===== config.mk =====
export PLATFORM = sky130hd
export DESIGN_NAME = wset_arb
export DESIGN_NICKNAME = d
export VERILOG_FILES = /design/src/rtl/wset_arb.sv
export SDC_FILE = /design/constraint.sdc
export NUM_CORES = 1
export LEC_CHECK = 0
export ABC_AREA = 1
export ABC_CLOCK_PERIOD_IN_PS = 4050
export BUFFER_PORTS_ARGS = -buffer_cell sky130_fd_sc_hd__buf_2
export CORE_MARGIN = 3
export CORE_UTILIZATION = 30
export CTS_CLUSTER_DIAMETER = 50
export DETAILED_ROUTE_END_ITERATION = 7
export GPL_TIMING_DRIVEN = 0
export PLACE_DENSITY_LB_ADDON = 0.12
export SETUP_SLACK_MARGIN = 0.5
export SYNTH_ARGS = -nofsm -noshare
export SYNTH_HDL_FRONTEND = slang
export SYNTH_SLANG_ARGS = --single-unit

===== constraint.sdc =====
create_clock -name clk -period 4.05 [get_ports clk]
set_input_delay 0.2025 -clock clk [delete_from_list [all_inputs] [get_ports clk]]
set_output_delay 0.2025 -clock clk [all_outputs]
set_load 0.02 [all_outputs]

===== src/rtl/wset_arb.sv =====
module wset_arb #(
  parameter int SETS = 4,
  parameter int PER  = 4
) (
  input  logic                       clk,
  input  logic                       rst_n,
  input  logic [SETS*PER-1:0]        req,
  input  logic                       done,
  output logic [SETS*PER-1:0]        gnt,
  output logic                       gnt_valid,
  output logic [$clog2(SETS*PER)-1:0] gnt_id
);
  localparam int CH = SETS * PER;
  localparam int SW = $clog2(SETS);
  localparam int PW = $clog2(PER);
  localparam int IW = $clog2(CH);

  logic [2:0]    phase;
  logic [SW-1:0] xmask;
  logic [SETS-1:0] any;
  logic [PW-1:0] last [SETS];
  logic [PW-1:0] pick [SETS];
  logic [SW-1:0] win_set;
  logic [IW-1:0] win_ch;

  always_comb begin
    case (phase)
      3'd1, 3'd5: xmask = SW'(1);
      3'd3:       xmask = SW'(2);
      3'd7:       xmask = SW'(3);
      default:    xmask = '0;
    endcase
  end

  for (genvar s = 0; s < SETS; s++) begin : g_set
    assign any[s] = |req[s*PER +: PER];
    always_comb begin
      pick[s] = last[s];
      for (int j = PER; j >= 1; j--)
        if (req[s*PER + int'(PW'(last[s] + PW'(j)))]) pick[s] = PW'(last[s] + PW'(j));
    end
  end

  always_comb begin
    win_set = '0;
    for (int k = SETS - 1; k >= 0; k--)
      if (any[SW'(k) ^ xmask]) win_set = SW'(k) ^ xmask;
  end

  assign win_ch = {win_set, pick[win_set]};

  always_ff @(posedge clk) begin
    if (!rst_n) begin
      gnt       <= '0;
      gnt_valid <= 1'b0;
      gnt_id    <= '0;
      phase     <= '0;
      for (int s = 0; s < SETS; s++) last[s] <= PW'(PER - 1);
    end else if (gnt_valid) begin
      if (done) begin
        gnt       <= '0;
        gnt_valid <= 1'b0;
        gnt_id    <= '0;
        phase     <= phase + 3'd1;
      end
    end else if (|req) begin
      gnt           <= CH'(1) << win_ch;
      gnt_valid     <= 1'b1;
      gnt_id        <= win_ch;
      last[win_set] <= pick[win_set];
    end
  end
endmodule



Word level (Yosys, flattened, before mapping). Memory sizes are Yosys's and may differ from the RTL's. Cells that the tools add are included.

Word-level logic and storage cells: 141. Memories: 1. Register bits: 24. Input bits: 19. Memory bits (writable): 8.

Memories: last (depth 4, bits a word 2, rd ports 4, clocked after Yosys merged registers in 0, wr ports 4, line 21) `logic [PW-1:0] last [SETS];`.

Order comparisons: 17. Equality and inequality tests: 5. $add $sub $neg: 22. Shifts and indexed selects: 1. Mux-type cells: 77. Reductions and logical operators: 10. Bitwise gates (word level): 4.

Operators with widths (number): 2-to-1 mux 16 bit (3); 2-to-1 mux 2 bit (20); binary-select mux 1 bit (select 4 bit) (9); 2-to-1 mux 1 bit (33); adder 4 x 2 -> 5 bit (first input constant) (6); < comparator 5 bit (second input constant) (6); adder 2 bit (second input constant) (8); OR reduction 16 bit (1); OR reduction 4 bit (4); << shifter 1 x 4 -> 16 bit (first input constant) (1); < comparator 2 x 5 -> 1 bit (second input constant) (3); < comparator 4 x 5 -> 1 bit (second input constant) (3); binary-select mux 1 bit (select 2 bit) (7); adder 3 x 2 -> 4 bit (first input constant) (3); < comparator 2 x 3 -> 1 bit (second input constant) (4); 2-to-1 mux 4 bit (3); adder 2 x 1 -> 2 bit (second input constant) (4); equality test 3 bit (second input constant) (2); one-hot mux 2 bit (3 select lines) (1); binary-select mux 2 bit (select 2 bit) (1); AND reduction 2 bit (2); OR reduction 2 bit (2); adder 3 x 1 -> 3 bit (second input constant) (1); equality test 3 x 1 -> 1 bit (second input constant) (1); other kinds (7) (8).

Depth between registers and ports, before layout. Gate-level depths: netlist (run 1).

Depth after elaboration: 17. Depth in mapped cells: 19. Depth with buffers taken out: 19.

Worst setup path after synthesis (run 1). No wires, ideal clock.

Kind: flip-flop to flip-flop. Start point: reg phase[0]. End point: mem last[0][0] (netlist bit), enable pin. Data arrival time: 1881 ps. Buffers on the path: 0. Library setup time: 327 ps. Required time: 3723 ps. Stages on the path, launching flop included: 14. Clock period less this slack: 2208 ps. Slack: 1842 ps. Cell sequence: dfxtp_1 > ha_1 > ha_1 > nor2_2 > inv_1 > nand3_1 > nand2_2 > clkinv_4 > nand2_1 > nand2_2 > inv_2 > nor2_2 > inv_2 > o21ai_0.

RTL lines: from (decl) (line 18) `logic [2:0] phase;`; from (signal assigned) (line 64) `phase <= phase + 3'd1;`; to (decl) (line 21).

==> results of run 1 <==
==> kinds of logic after synthesis <==
group,after synthesis,synth area share [%]
fa+ha+maj,4,2.18
buf+inv,61,11.2
flops,32,31.4
compound gates,40,9.92
xor+xnor,7,2.67
simple gates,205,42.7
==> cell usage in the layout, fill, tap and decap left out, types with 6 or more instances in the layout <==
| master | count |
|---|---|
| buf_2 | 40 |
| nand2_4 | 6 |
| inv_1 | 43 |
| nand2_1 | 118 |
| inv_2 | 10 |
| o21ai_0 | 15 |
| o21ai_1 | 10 |
| nand2_2 | 8 |
| edfxtp_1 | 8 |
| nor2_2 | 7 |
| dfxtp_1 | 24 |
| nand3_1 | 29 |
| nand3_2 | 8 |
| nor2_1 | 23 |
==> worst max path at each step <==
stage                          startpoint                       end
global route        phase[0]$_SDFFE_PN0P_  last[0][0]$_SDFFCE_PN1P_
global placement    phase[0]$_SDFFE_PN0P_      last[3][1]$_DFFE_PP_
floorplan           phase[0]$_SDFFE_PN0P_  last[0][0]$_SDFFCE_PN1P_
finish              phase[0]$_SDFFE_PN0P_  last[0][1]$_SDFFCE_PN1P_
CTS                 phase[0]$_SDFFE_PN0P_  last[0][0]$_SDFFCE_PN1P_
detailed placement  phase[0]$_SDFFE_PN0P_  last[0][0]$_SDFFCE_PN1P_
==> layer usage <==
layer,up-vias,wire [um],GRT usage (%)
met4,0,52,3.66
met3,5,190,2.25
li1,1192,-,-
met2,39,2360,20.9
met1,941,2650,18.2
met5,-,0,0
==> synthesized netlist by cell type (7+ instances only) <==
cell,count
nand3_2,8
nor2_1,23
nand2_2,8
o21ai_1,10
inv_2,10
nand3_1,29
nor2_2,7
nand2_1,118
o21ai_0,15
dfxtp_1,24
edfxtp_1,8
inv_1,43
==> state kept, by name, indices dropped and copies added (netlist names) <==
| signal | cells |
|---|---|
| phase | 3 |
| last | 8 |
| gnt_id | 4 |
| gnt_valid | 1 |
| gnt | 16 |
==> tightest hold or removal path: cells and delay by family <==
kind	cells	cell delay, ns
buffers and inverters	2	0.11
AOI/OAI and AO/OA	1	0.10
and+or+nand+nor	1	0.09
==> through the flow <==
| step | area, um^2 | setup slack (ns) | cells |
|---|---|---|---|
| floorplan | 2300 | 1.84 | 349 |
| global placement | 2620 | 1.57 | 487 |
| detailed placement | 2620 | 1.55 | 487 |
| CTS | 2700 | 1.55 | 495 |
| global route | 2700 | 1.33 | 495 |
| finish | 2700 | 1.56 | 495 |
==> where the power goes <==
group / leakage [nW] / total (mW) / internal, mW / switching [mW]
sequential: 0.257 / 0.361 / 0.348 / 0.0132
clock: 0.0479 / 0.244 / 0.120 / 0.125
combinational: 1.08 / 0.285 / 0.0926 / 0.192
==> final cells by class <==
type                            count  area [um^2]  area share, %
Multi-Input combinational cell    256         1320           48.8
Sequential cell                    32          721           26.7
Inverter                           55          214           7.92
Timing Repair Buffer               39          195           7.22
Tap cell                           99          124           4.58
Clock buffer                        5         68.8           2.55
Buffer                              6         42.5           1.57
Clock inverter                      3         18.8          0.694
==> impl_metrics.yaml, run 1 <==
grt:
  gr-total-overflow: 0
  grt_first_pass_wirelength_um: 9270
  grt_pass1_vias: 2053
  grt_max_degree: 12
  grt_antenna_before_repair: 0
  grt_usage_pct: 13.1
cts:
  htree_num_levels: 2
  worst_skew_pair.late_latency_ns: 0.29
  cts-root-buf: "clkbuf_8"
  clockBufferDepth: 2
  post_cts_resized: 0
  cts.sinks: 32
  tritoncts: "done"
  cts_setup_buffers: 0
  cts_hold_buf: 0
  cts_made_buffers: 5
  path_clk_slew_ns: 0.07
yosys:
  yosysWarnings: 0
  ys_seq_area_share_pct: 31.4
  syn_inst: 349
  async_flop_share_pct: 0
  syn_area_um2: 2300
  synth_top_area_share_pct: 20.9
  syn_avg_cell_area_um2: 6.58
  netlist_top_cells_area: "dfxtp_1 (21%), nand2_1 (19%), edfxtp_1 (10%)"
  ys_ff_latch: 32
  synth_cell_type_count: 32
  yosysTopAreaCell: "dfxtp_1"
  synth_edf_count: 8
  synthFlopType: "dfxtp_1"
  syn-num-nets: 372
setup_path:
  path_cells: "ha_1, ha_1, nor2_2, nand3_1, nand3_2, nand2_2, clkinv_4, nand2_1, nand2_2, inv_2, nor2_2, inv_2, o21ai_0"
  critPathKind: "register to register"
  cp.required_ns: 4.01
  start_kind: "register"
  cp_num_buf_inv: 3
  reg2reg_to: "last[0][1]$_SDFFCE_PN1P_"
  crit_path_end_kind: "register"
  worst-path-max-fanout: 5
  cp_top_family: "simple AND/OR/NAND/NOR gates"
  cp_slowest_stage_delay_ns: 0.34
  r2r-start: "phase[0]$_SDFFE_PN0P_"
  cp_num_cells: 13
  r2r_slack_ns: 1.56
  r2r_cells: 13
  crit_arrival_ns: 2.45
  cp_slowest_cell: "dfxtp_1"
sta:
  rsz0062_at_grt: "false"
  hold_ws_ns: 0.264
  fmax_mhz: 402
  clock_skew_ns: 0.0122
  finalSetupViolations: 0
  tns_ns: 0
  hold_viol_final: 0
  timing.final.crit_share_pct: 61.4
  fin_crit_ns: 2.49
  relSlewSlack_pct: 64.4
  worstMarginPinSlew_ns: 0.529
  final_max_slew_viol_count: 0
floorplan:
  rows: 31
  die_w_um: 93.5
  ios: 40
  start_util_pct: 31.3
  coreArea_um2: 7330
  die_h_um: 93.5
  design.die.area_um2: 8740
routing:
  vias: 2177
  drt-initial-drc-count: 79
  drt_pass1_iterations: 4
  drc_errors: 0
  postRouteAntennaNets: 0
  viasPerCell: 4.40
  wl_per_cell_um: 10.6
  routed_wl_um: 5250
cells_and_area:
  fill_cells: 813
  post-route-util_pct: 36.9
  nets: 418
  diodes: 0
  drive_above_1_share_pct: 25.0
  syn_to_final_growth_pct: 17.7
worst_hold_path:
  min_from: "done"
  whs_endpoint: "gnt_valid$_SDFF_PN0_"
  holdPathStages: 4
  hold_class: "input port to register"
power_and_ir_drop:
  power_uw: 891
  peakVddDrop_mv: 0.185
  powerDensity_nw_per_um2: 330
  p_leak_nw: 1.39
place:
  portBuffers: 39
  gp_congestion: 0.792
  hpwl_um: 4270
run:
  cap_violations: 0
run_status:
  status: "complete, no violations"
Note: power is estimated with default switching activity, not from simulation.
==> inputs of run 2 (changes only) <==
--- a/config.mk
+++ b/config.mk
@@ -6,7 +6,7 @@
 export NUM_CORES = 1
 export LEC_CHECK = 0
 export ABC_AREA = 1
-export ABC_CLOCK_PERIOD_IN_PS = 4050
+export ABC_CLOCK_PERIOD_IN_PS = 2500
 export BUFFER_PORTS_ARGS = -buffer_cell sky130_fd_sc_hd__buf_2
 export CORE_MARGIN = 3
 export CORE_UTILIZATION = 30
==> constraint.sdc (replaced) <==
create_clock -name clk -period 2.5 [get_ports clk]
set_input_delay 0.125 -clock clk [delete_from_list [all_inputs] [get_ports clk]]
set_output_delay 0.125 -clock clk [all_outputs]
set_load 0.02 [all_outputs]
==> impl_metrics.yaml, run 2 (synthesized netlist as in run 1, its figures left out) <==
power_and_ir_drop:
  peakVddDrop_mv: 0.348
  powerDensity_nw_per_um2: 519
  p_leak_nw: 1.56
  power_mw: 1.66
cells_and_area:
  diodes: 0
  fill_cells: 755
  syn_to_final_growth_pct: 39.0
  largest_register_ffs: 16
  regMostFlops: "gnt"
  mostFrequentLayoutCells: "nand2_1 (106), inv_1 (41), buf_2 (40)"
  regArea_um2: 728
  nets: 432
  stdcell_area_um2: 3190
  final_common_cell: "nand2_1"
  drive_above_1_share_pct: 39.0
  reg.largest.list: "gnt x16, last x8, gnt_id x4"
  multi_input_area_um2: 1660
grt:
  grt_max_degree: 11
  gr-total-overflow: 0
  grt_pass1_vias: 2144
  grt_first_pass_wirelength_um: 9650
  grt_usage_pct: 13.6
  grt_antenna_before_repair: 0
floorplan:
  start_util_pct: 31.3
  design.die.area_um2: 8740
  rows: 31
  ios: 40
  die_h_um: 93.5
  die_w_um: 93.5
  coreArea_um2: 7330
sta:
  setup_slack_ns: 0.245
  fin_crit_ns: 2.26
  clock_skew_ns: 0.0119
  hold_viol_final: 0
  relSlewSlack_pct: 70.7
  finalSetupViolations: 0
  timing.final.crit_share_pct: 90.2
  worstMarginPinSlew_ns: 0.437
  rsz0062_at_grt: "true"
  final_max_slew_viol_count: 0
  fmax_mhz: 443
  tns_ns: 0
routing:
  wl_per_cell_um: 11.0
  routed_wl_um: 5610
  postRouteAntennaNets: 0
  drt-initial-drc-count: 47
  drc_errors: 0
  drt_pass1_iterations: 4
  viasPerCell: 4.49
  vias: 2284
place:
  portBuffers: 39
  place_ws_ns: 0.194
  hpwl_um: 4240
  gp_congestion: 0.783
  detailed_place.area_um2: 2680
setup_path:
  r2r_cells: 16
  reg2reg_to: "last[3][1]$_DFFE_PP_"
  start_kind: "register"
  r2r_slack_ns: 0.24
  worst-path-max-fanout: 7
  crit_path_end_kind: "register"
  critPathKind: "register to register"
  cp.required_ns: 2.54
  r2r-start: "phase[0]$_SDFFE_PN0P_"
  crit_arrival_ns: 2.29
cts:
  clockBufferDepth: 2
  htree_num_levels: 2
  cts.sinks: 32
  cts_made_buffers: 5
  cts-root-buf: "clkbuf_8"
  tritoncts: "done"
  worst_skew_pair.late_latency_ns: 0.29
  path_clk_slew_ns: 0.07
  cts_hold_buf: 0
worst_hold_path:
  hold_class: "input port to register"
  holdPathStages: 4
  whs_endpoint: "gnt_valid$_SDFF_PN0_"
  min_from: "done"
run_status:
  status: "complete, no violations"
run:
  cap_violations: 0
run 2: changes by cell type in the layout (fill, tap and decap cells not counted), sizes merged:
cell    delta
clkbuf     +2
clkinv     -3
inv        +1
buf       +14
run 2: stage by stage:
step | hold slack [ns] | instances | utilization, %
2_1_floorplan | 0.328 | 349 | -
3_3_place_gp | 0.434 | 487 | 36.5
3_5_place_dp | 0.435 | 487 | 36.5
4_1_cts | 0.163 | 503 | 39.7
5_1_grt | 0.192 | 509 | 43.5
6_report | 0.172 | 509 | 43.5
run 2: critical path, stage by stage (launching register included):
cell	delay (ns)
dfxtp_4	0.36
ha_4	0.17
ha_4	0.18
nor2_4	0.19
nand3_2	0.13
nand3_2	0.10
nand2_2	0.07
nand2_4	0.08
nand2_4	0.07
nand2_8	0.09
nand2_8	0.09
nand2_4	0.08
nand3_4	0.09
nand2_8	0.13
inv_6	0.06
nor2_2	0.08
inv_1	0.04
run 2: layer usage:
metal / vias to the layer above / routed length [um] / GRT usage, %
li1: 1223 / - / -
met1: 1013 / 2690 / 18.5
met2: 42 / 2610 / 21.7
met3: 6 / 241 / 2.90
met4: 0 / 64 / 3.66
met5: - / 0 / 0
run 2: layout make-up:
| cell class | count | area share (%) |
|---|---|---|
| Buffer | 6 | 1.33 |
| Timing Repair Buffer | 53 | 10.0 |
| Inverter | 55 | 6.94 |
| Tap cell | 99 | 3.88 |
| Clock inverter | 1 | 0.196 |
| Multi-Input combinational cell | 256 | 52.1 |
| Clock buffer | 7 | 2.71 |
| Sequential cell | 32 | 22.8 |
run 2: timing repair:
item	in CTS	in global routing
setup endpoints to repair	34	36
pin swaps	12	5
setup buffers	8	6
resized for setup	21	49
run 2: report_power, final:
group	leakage, nW	internal [mW]	switching [mW]	total, mW
clock network	0.0488	0.224	0.191	0.415
logic	1.25	0.248	0.407	0.654
registers	0.258	0.564	0.0231	0.587
total	1.56	1.04	0.621	1.66
run 2: worst max path at each step:
stage                                    end                   from  slack (ns)  cells after the start
floorplan               last[3][1]$_DFFE_PP_  phase[0]$_SDFFE_PN0P_        0.48                     16
global placement    last[2][0]$_SDFFCE_PN1P_  phase[0]$_SDFFE_PN0P_        0.20                     16
detailed placement  last[2][1]$_SDFFCE_PN1P_  phase[0]$_SDFFE_PN0P_        0.19                     16
CTS                     last[3][1]$_DFFE_PP_  phase[0]$_SDFFE_PN0P_        0.26                     16
global route        last[0][0]$_SDFFCE_PN1P_  phase[1]$_SDFFE_PN0P_        0.08                     14
finish                  last[3][1]$_DFFE_PP_  phase[0]$_SDFFE_PN0P_        0.24                     16
